## config.mk

```make
export PLATFORM = sky130hd
export DESIGN_NAME = vbus_arbiter
export DESIGN_NICKNAME = d
export VERILOG_FILES = /design/src/rtl/vbus_pkg.sv /design/src/rtl/vbus_decode.sv /design/src/rtl/vbus_flags.sv /design/src/rtl/vbus_params.sv /design/src/rtl/vbus_arbiter.sv
export SDC_FILE = /design/constraint.sdc
export NUM_CORES = 1
export LEC_CHECK = 0
export BUFFER_PORTS_ARGS = -buffer_cell sky130_fd_sc_hd__buf_2
export CAP_MARGIN = 20
export CELL_PAD_IN_SITES_DETAIL_PLACEMENT = 0
export CELL_PAD_IN_SITES_GLOBAL_PLACEMENT = 2
export CORE_MARGIN = 4
export CORE_UTILIZATION = 30
export DETAILED_ROUTE_END_ITERATION = 12
export GPL_TIMING_DRIVEN = 0
export HOLD_SLACK_MARGIN = 0.1
export PLACE_DENSITY_LB_ADDON = 0.1
export SYNTH_ARGS = -nofsm -noshare
export SYNTH_HDL_FRONTEND = slang
export SYNTH_HIERARCHICAL = 1
export SYNTH_SLANG_ARGS = --single-unit
```

## constraint.sdc

```tcl
create_clock -name clk -period 2.4 [get_ports clk]
set_input_delay 0.12 -clock clk [delete_from_list [all_inputs] [get_ports clk]]
set_output_delay 0.12 -clock clk [all_outputs]
set_load 0.03 [all_outputs]
```

## src/rtl/vbus_pkg.sv

```systemverilog
package vbus_pkg;

  // Mode register bit positions
  localparam int FB_ENGAGE = 0;
  localparam int FB_DISP   = 1;
  localparam int FB_NMI    = 2;
  localparam int FB_GPAGE  = 3;
  localparam int FB_FPAGE  = 4;
  localparam int FB_FMEM   = 5;
  localparam int FB_IRQ    = 6;
  localparam int FB_TRANSP = 7;

  typedef enum logic [1:0] {
    RT_GFX   = 2'd0,
    RT_FRAME = 2'd1,
    RT_PARAM = 2'd2
  } route_e;

  // Window target chosen by the mode byte
  function automatic route_e route_of(input logic [7:0] mode);
    if (mode[FB_ENGAGE])    return RT_PARAM;
    else if (mode[FB_FMEM]) return RT_FRAME;
    else                    return RT_GFX;
  endfunction

endpackage

```

## src/rtl/vbus_decode.sv

```systemverilog
module vbus_decode
  import vbus_pkg::*;
#(
  parameter int ADDR_W = 16,
  parameter int WIN_AW = 14,
  parameter logic [ADDR_W-1:0] WIN_BASE  = 16'h4000,
  parameter logic [ADDR_W-1:0] FLAG_ADDR = 16'h2007,
  parameter int NUM_PARAMS = 6
) (
  input  logic [ADDR_W-1:0] addr,
  input  logic              rd,
  input  logic              wr,
  input  logic [7:0]        mode,
  output logic              flag_hit,
  output logic              win_hit,
  output route_e            route,
  output logic [WIN_AW-1:0] offset,
  output logic              fmem_cs,
  output logic              gmem_cs,
  output logic              param_wr,
  output logic              start_hit
);

  function automatic logic in_window(input logic [ADDR_W-1:0] a);
    return a[ADDR_W-1:WIN_AW] == WIN_BASE[ADDR_W-1:WIN_AW];
  endfunction

  logic access;

  always_comb begin
    access    = rd | wr;
    flag_hit  = access && (addr == FLAG_ADDR);
    win_hit   = access && in_window(addr);
    route     = route_of(mode);
    offset    = addr[WIN_AW-1:0];
    fmem_cs   = win_hit && (route == RT_FRAME);
    gmem_cs   = win_hit && (route == RT_GFX);
    param_wr  = wr && win_hit && (route == RT_PARAM);
    start_hit = param_wr && (offset == WIN_AW'(NUM_PARAMS));
  end

endmodule

```

## src/rtl/vbus_flags.sv

```systemverilog
module vbus_flags
  import vbus_pkg::*;
(
  input  logic       clk,
  input  logic       rst_n,
  input  logic       wr_en,
  input  logic [7:0] wdata,
  input  logic       vsync_in,
  output logic [7:0] mode_q,
  output logic       nmi_out
);

  always_ff @(posedge clk) begin
    if (!rst_n)     mode_q <= '0;
    else if (wr_en) mode_q <= wdata;
  end

  // Gate uses the registered mode, so a same-cycle write acts one cycle later
  assign nmi_out = vsync_in & mode_q[FB_NMI];

endmodule

```

## src/rtl/vbus_params.sv

```systemverilog
module vbus_params #(
  parameter int DATA_W     = 8,
  parameter int WIN_AW     = 14,
  parameter int NUM_PARAMS = 6
) (
  input  logic                         clk,
  input  logic                         rst_n,
  input  logic                         wr_en,
  input  logic                         start_hit,
  input  logic [WIN_AW-1:0]            offset,
  input  logic [DATA_W-1:0]            wdata,
  output logic [DATA_W-1:0]            rdata,
  output logic [NUM_PARAMS*DATA_W-1:0] params_flat,
  output logic                         start_q
);

  logic [DATA_W-1:0] regs [NUM_PARAMS];

  always_ff @(posedge clk) begin
    if (!rst_n) begin
      for (int k = 0; k < NUM_PARAMS; k++) regs[k] <= '0;
      start_q <= 1'b0;
    end else begin
      for (int k = 0; k < NUM_PARAMS; k++)
        if (wr_en && offset == WIN_AW'(k)) regs[k] <= wdata;
      start_q <= start_hit;
    end
  end

  always_comb begin
    rdata = '0;
    for (int k = 0; k < NUM_PARAMS; k++)
      if (offset == WIN_AW'(k)) rdata = regs[k];
  end

  for (genvar g = 0; g < NUM_PARAMS; g++) begin : g_flat
    assign params_flat[g*DATA_W +: DATA_W] = regs[g];
  end

endmodule

```

## src/rtl/vbus_arbiter.sv

```systemverilog
module vbus_arbiter
  import vbus_pkg::*;
#(
  parameter int ADDR_W     = 16,
  parameter int DATA_W     = 8,
  parameter int WIN_AW     = 14,
  parameter int NUM_PARAMS = 6,
  parameter logic [ADDR_W-1:0] WIN_BASE  = 16'h4000,
  parameter logic [ADDR_W-1:0] FLAG_ADDR = 16'h2007
) (
  input  logic                         clk,
  input  logic                         rst_n,
  input  logic [ADDR_W-1:0]            cpu_addr,
  input  logic [DATA_W-1:0]            cpu_wdata,
  input  logic                         cpu_rd,
  input  logic                         cpu_wr,
  output logic [DATA_W-1:0]            cpu_rdata,
  input  logic [DATA_W-1:0]            fmem_rdata,
  input  logic [DATA_W-1:0]            gmem_rdata,
  output logic                         fmem_cs,
  output logic                         gmem_cs,
  output logic                         mem_we,
  output logic [WIN_AW:0]              fmem_addr,
  output logic [WIN_AW:0]              gmem_addr,
  input  logic                         vsync_in,
  output logic                         nmi_out,
  output logic                         disp_page,
  output logic                         eng_enable,
  output logic                         eng_irq_en,
  output logic                         eng_transp,
  output logic                         eng_start,
  output logic [NUM_PARAMS*DATA_W-1:0] copy_params
);

  // Named internal events, observed by the bound checker
  logic              flag_hit_w, win_hit_w, param_wr_w, start_hit_w, flag_wr_w;
  route_e            route_w;
  logic [WIN_AW-1:0] offset_w;
  logic [7:0]        mode_w;
  logic [DATA_W-1:0] param_rdata_w;

  vbus_decode #(
    .ADDR_W(ADDR_W), .WIN_AW(WIN_AW), .WIN_BASE(WIN_BASE),
    .FLAG_ADDR(FLAG_ADDR), .NUM_PARAMS(NUM_PARAMS)
  ) u_decode (
    .addr(cpu_addr), .rd(cpu_rd), .wr(cpu_wr), .mode(mode_w),
    .flag_hit(flag_hit_w), .win_hit(win_hit_w), .route(route_w),
    .offset(offset_w), .fmem_cs(fmem_cs), .gmem_cs(gmem_cs),
    .param_wr(param_wr_w), .start_hit(start_hit_w)
  );

  assign flag_wr_w = flag_hit_w & cpu_wr;

  vbus_flags u_flags (
    .clk(clk), .rst_n(rst_n), .wr_en(flag_wr_w), .wdata(cpu_wdata[7:0]),
    .vsync_in(vsync_in), .mode_q(mode_w), .nmi_out(nmi_out)
  );

  vbus_params #(
    .DATA_W(DATA_W), .WIN_AW(WIN_AW), .NUM_PARAMS(NUM_PARAMS)
  ) u_params (
    .clk(clk), .rst_n(rst_n), .wr_en(param_wr_w), .start_hit(start_hit_w),
    .offset(offset_w), .wdata(cpu_wdata), .rdata(param_rdata_w),
    .params_flat(copy_params), .start_q(eng_start)
  );

  assign mem_we     = cpu_wr & (fmem_cs | gmem_cs);
  assign fmem_addr  = {mode_w[FB_FPAGE], offset_w};
  assign gmem_addr  = {mode_w[FB_GPAGE], offset_w};
  assign disp_page  = mode_w[FB_DISP];
  assign eng_enable = mode_w[FB_ENGAGE];
  assign eng_irq_en = mode_w[FB_IRQ];
  assign eng_transp = mode_w[FB_TRANSP];

  always_comb begin
    cpu_rdata = '0;
    if (cpu_rd) begin
      if (flag_hit_w) cpu_rdata = DATA_W'(mode_w);
      else if (win_hit_w) begin
        unique case (route_w)
          RT_PARAM: cpu_rdata = param_rdata_w;
          RT_FRAME: cpu_rdata = fmem_rdata;
          default:  cpu_rdata = gmem_rdata;
        endcase
      end
    end
  end

endmodule

```

==> results.sh <==
export IMPL_ir_drop_v=0.000309
export IMPL_die_area_mm2=0.0132
export IMPL_cts_clk_slew_worst_paths_ns=0.05
export IMPL_ys_warn_count=6
export IMPL_finalSetupViolCount=0
export IMPL_io_buffers=139
export IMPL_fp_dieH_um=115
export IMPL_slew_viol_final=0
export IMPL_finalCritPeriodShare_pct=95.9
export IMPL_synth_edf_count=48
export IMPL_outcome="finished clean"
export IMPL_grt_max_degree=17
export IMPL_period_minus_slack_ns=2.30
export IMPL_ys_seq_area_share_pct=47.3
export IMPL_area_growth_pct=36.1
export IMPL_start_util_pct=31.1
export IMPL_rows=38
export IMPL_die_w_um=115
export IMPL_root_buffer="clkbuf_16"
export IMPL_slew_limit_headroom_pct=38.2
export IMPL_worstSetupPathType="input port to output port"
export IMPL_dpl_hpwl_mm=8.35
export IMPL_synthFlopType="edfxtp_1"
export IMPL_cts_tree="yes"
export IMPL_min_path_cells=3
export IMPL_clk_path_buf_depth=2
export IMPL_antenna_diode_count=0
export IMPL_critPathMaxFanout=9
export IMPL_hp_class="input port to register"
export IMPL_tritoncts_num_buffers=9
export IMPL_maxCapViolations=0
export IMPL_end_kind="output port"
export IMPL_rsz0062_at_grt="false"
export IMPL_ant_nets=0
export IMPL_synth_fp_nets=348
export IMPL_vias_per_cell=4.74
export IMPL_post_drt_wl_per_cell_um=17.4
export IMPL_synth_seq_cells=57
export IMPL_hold_viol_final=0
export IMPL_overflow=0
export IMPL_grt_pass1_vias=2887
export IMPL_avgSynthCellArea_um2=11.4
export IMPL_gp_congestion=0.749
export IMPL_core_area_mm2=0.0110
export IMPL_startpoint_type="input port"
export IMPL_syn_inst=301
export IMPL_cts_hold_buf=0
export IMPL_antenna_found_initial=0
export IMPL_ios=140
export IMPL_drt_wl_total_mm=10.5
export IMPL_multi_input_area_mm2=0.00150
export IMPL_vias=2853
export IMPL_p_per_area_mw_per_mm2=593
export IMPL_drt_iter0_drc=138
export IMPL_firstDrtPassIters=4
export IMPL_fillCellCount=1111
export IMPL_clk_latency_ns=0.32
export IMPL_netlist_area_mm2=0.00343
export IMPL_drc=0
export IMPL_synthDistinctLibCells=41
export IMPL_clock_sinks=57
export IMPL_tns_ns=0
export IMPL_h_tree_depth=3
export IMPL_worst_slew_pin_slew_ns=0.921
export IMPL_fmax_mhz=435
export IMPL_arrival_ns=2.18
export IMPL_nets=504
export IMPL_total_power_mw=2.77
export IMPL_async_reset_ff_share_pct=0
export IMPL_leakage_nw=2.06
export IMPL_critPathRequiredTime_ns=2.28
export IMPL_grt_usage_pct=15.6
export IMPL_grt_pass1_wl_mm=15.8
export IMPL_drive_gt1_share_pct=48.1
export IMPL_skew_ns=0.00312
export IMPL_reg2reg_depth=3
export IMPL_regArea_mm2=0.00162
## metal layers
metal  wire length (um)  vias to the layer above  GRT usage, %
met3                638                        8          3.89
met2               5120                       96          26.6
li1                   -                     1400             -
met4                 84                        0          3.76
met5                  0                        -             0
met1               4650                     1349          20.0
## sequential cells by signal, indices dropped and copies added, names as in the netlist
name              cells
u_flags/mode_q        8
u_params/regs        48
u_params/start_q      1
## timing repair
item                       CTS  global route
gates resized for setup      3             5
setup buffers                2             0
pin swaps                    1             0
setup endpoints to repair    8             8
## final timing paths
kind	start	endpoint	slack, ns
setup / recovery	cpu_addr[3]	cpu_rdata[7]	0.1
hold / removal	cpu_addr[13]	u_params/start_q	0.14
setup reg to reg	u_flags/mode_q[0]	u_params/regs[2][1]	0.32
hold reg to reg	u_flags/mode_q[4]	u_flags/mode_q[4]	0.54
## critical path, cell delays in order
cell      delay [ns]
buf_2           0.10
buf_4           0.13
buf_6           0.13
or3b_1          0.39
buf_6           0.16
o22ai_1         0.24
a221oi_1        0.10
a211oi_1        0.26
a221o_1         0.20
a32o_1          0.15
buf_2           0.19
## final cells by class
class / instances / share of cell area [%]
plain buffers: 44 / 7.05
flip-flops and latches: 57 / 34.7
clock buffers: 10 / 4.90
clock inverters: 6 / 1.45
repair buffers: 146 / 15.8
inverters: 3 / 0.241
well taps: 140 / 3.75
multi-input cells: 196 / 32.1
## metrics by stage
stage | area (um^2) | hold slack [ns] | instances | utilization [%] | setup WS (ns)
6_report | 4670 | 0.140 | 602 | 42.3 | 0.0994
5_1_grt | 4670 | 0.154 | 602 | 42.3 | 0.000993
4_1_cts | 4640 | 0.135 | 601 | 42.1 | 0.0150
3_5_place_dp | 4320 | 0.474 | 583 | 39.2 | -0.131
3_3_place_gp | 4300 | 0.473 | 580 | 39.0 | -0.439
2_1_floorplan | 3430 | 0.242 | 301 | - | 0.366
## cells in the final DEF, fill, tap and decap left out, types with 2 or more instances in the layout
| cell type | Yosys | routed |
|---|---|---|
| a211oi_1 | 7 | 5 |
| a211oi_2 | 0 | 2 |
| a221o_1 | 8 | 8 |
| a221oi_1 | 7 | 6 |
| a32o_1 | 8 | 8 |
| and2_1 | 55 | 55 |
| and3_1 | 2 | 2 |
| buf_2 | 4 | 147 |
| buf_4 | 34 | 35 |
| buf_6 | 4 | 5 |
| clkbuf_1 | 2 | 3 |
| clkbuf_16 | 0 | 9 |
| clkinvlp_4 | 0 | 2 |
| dfxtp_1 | 9 | 9 |
| edfxtp_1 | 48 | 48 |
| inv_1 | 3 | 3 |
| mux2i_1 | 23 | 23 |
| nand2_1 | 8 | 8 |
| nand2b_1 | 2 | 2 |
| nand3_1 | 3 | 2 |
| nand3b_1 | 2 | 2 |
| nor2_1 | 13 | 13 |
| nor2b_1 | 10 | 9 |
| nor3_1 | 2 | 2 |
| nor3_2 | 3 | 3 |
| nor3b_1 | 2 | 2 |
| nor4_2 | 3 | 3 |
| nor4_4 | 2 | 2 |
| o21ai_0 | 9 | 7 |
| o21ai_1 | 0 | 2 |
| o22ai_1 | 7 | 7 |
| or2b_1 | 6 | 6 |
| or3_1 | 2 | 2 |
## cell usage after synthesis, drive strengths merged, types with 7 or more instances
cell type / n / share of area, %
a221o: 8 / 2.3
a221oi: 7 / 1.8
nor2b: 10 / 1.8
o21ai: 9 / 1.3
nor2: 13 / 1.4
dfxtp: 9 / 5.3
buf: 42 / 9.3
nand2: 8 / 0.88
a32o: 8 / 2.3
o22ai: 7 / 1.3
a211oi: 7 / 1.5
edfxtp: 48 / 42
mux2i: 23 / 6.7
and2: 55 / 10
## logic make-up after synthesis
| kind of cell | after synthesis | synth area share (%) |
|---|---|---|
| adder cells (fa/ha/maj) | 2 | 0.729 |
| flip-flops | 57 | 47.3 |
| AO/OA/AOI/OAI | 49 | 11.3 |
| buffers and inverters | 48 | 10.0 |
| multiplexers | 23 | 6.71 |
| AND/OR/NAND/NOR | 122 | 24.0 |
## power breakdown
part / leakage (nW) / total, mW / switching (mW) / internal (mW)
combinational: 1.35 / 0.403 / 0.260 / 0.143
clock: 0.139 / 1.25 / 0.445 / 0.806
sequential: 0.567 / 1.12 / 0.0178 / 1.10
total: 2.06 / 2.77 / 0.723 / 2.05
Note: power is estimated with default switching activity, not from simulation.
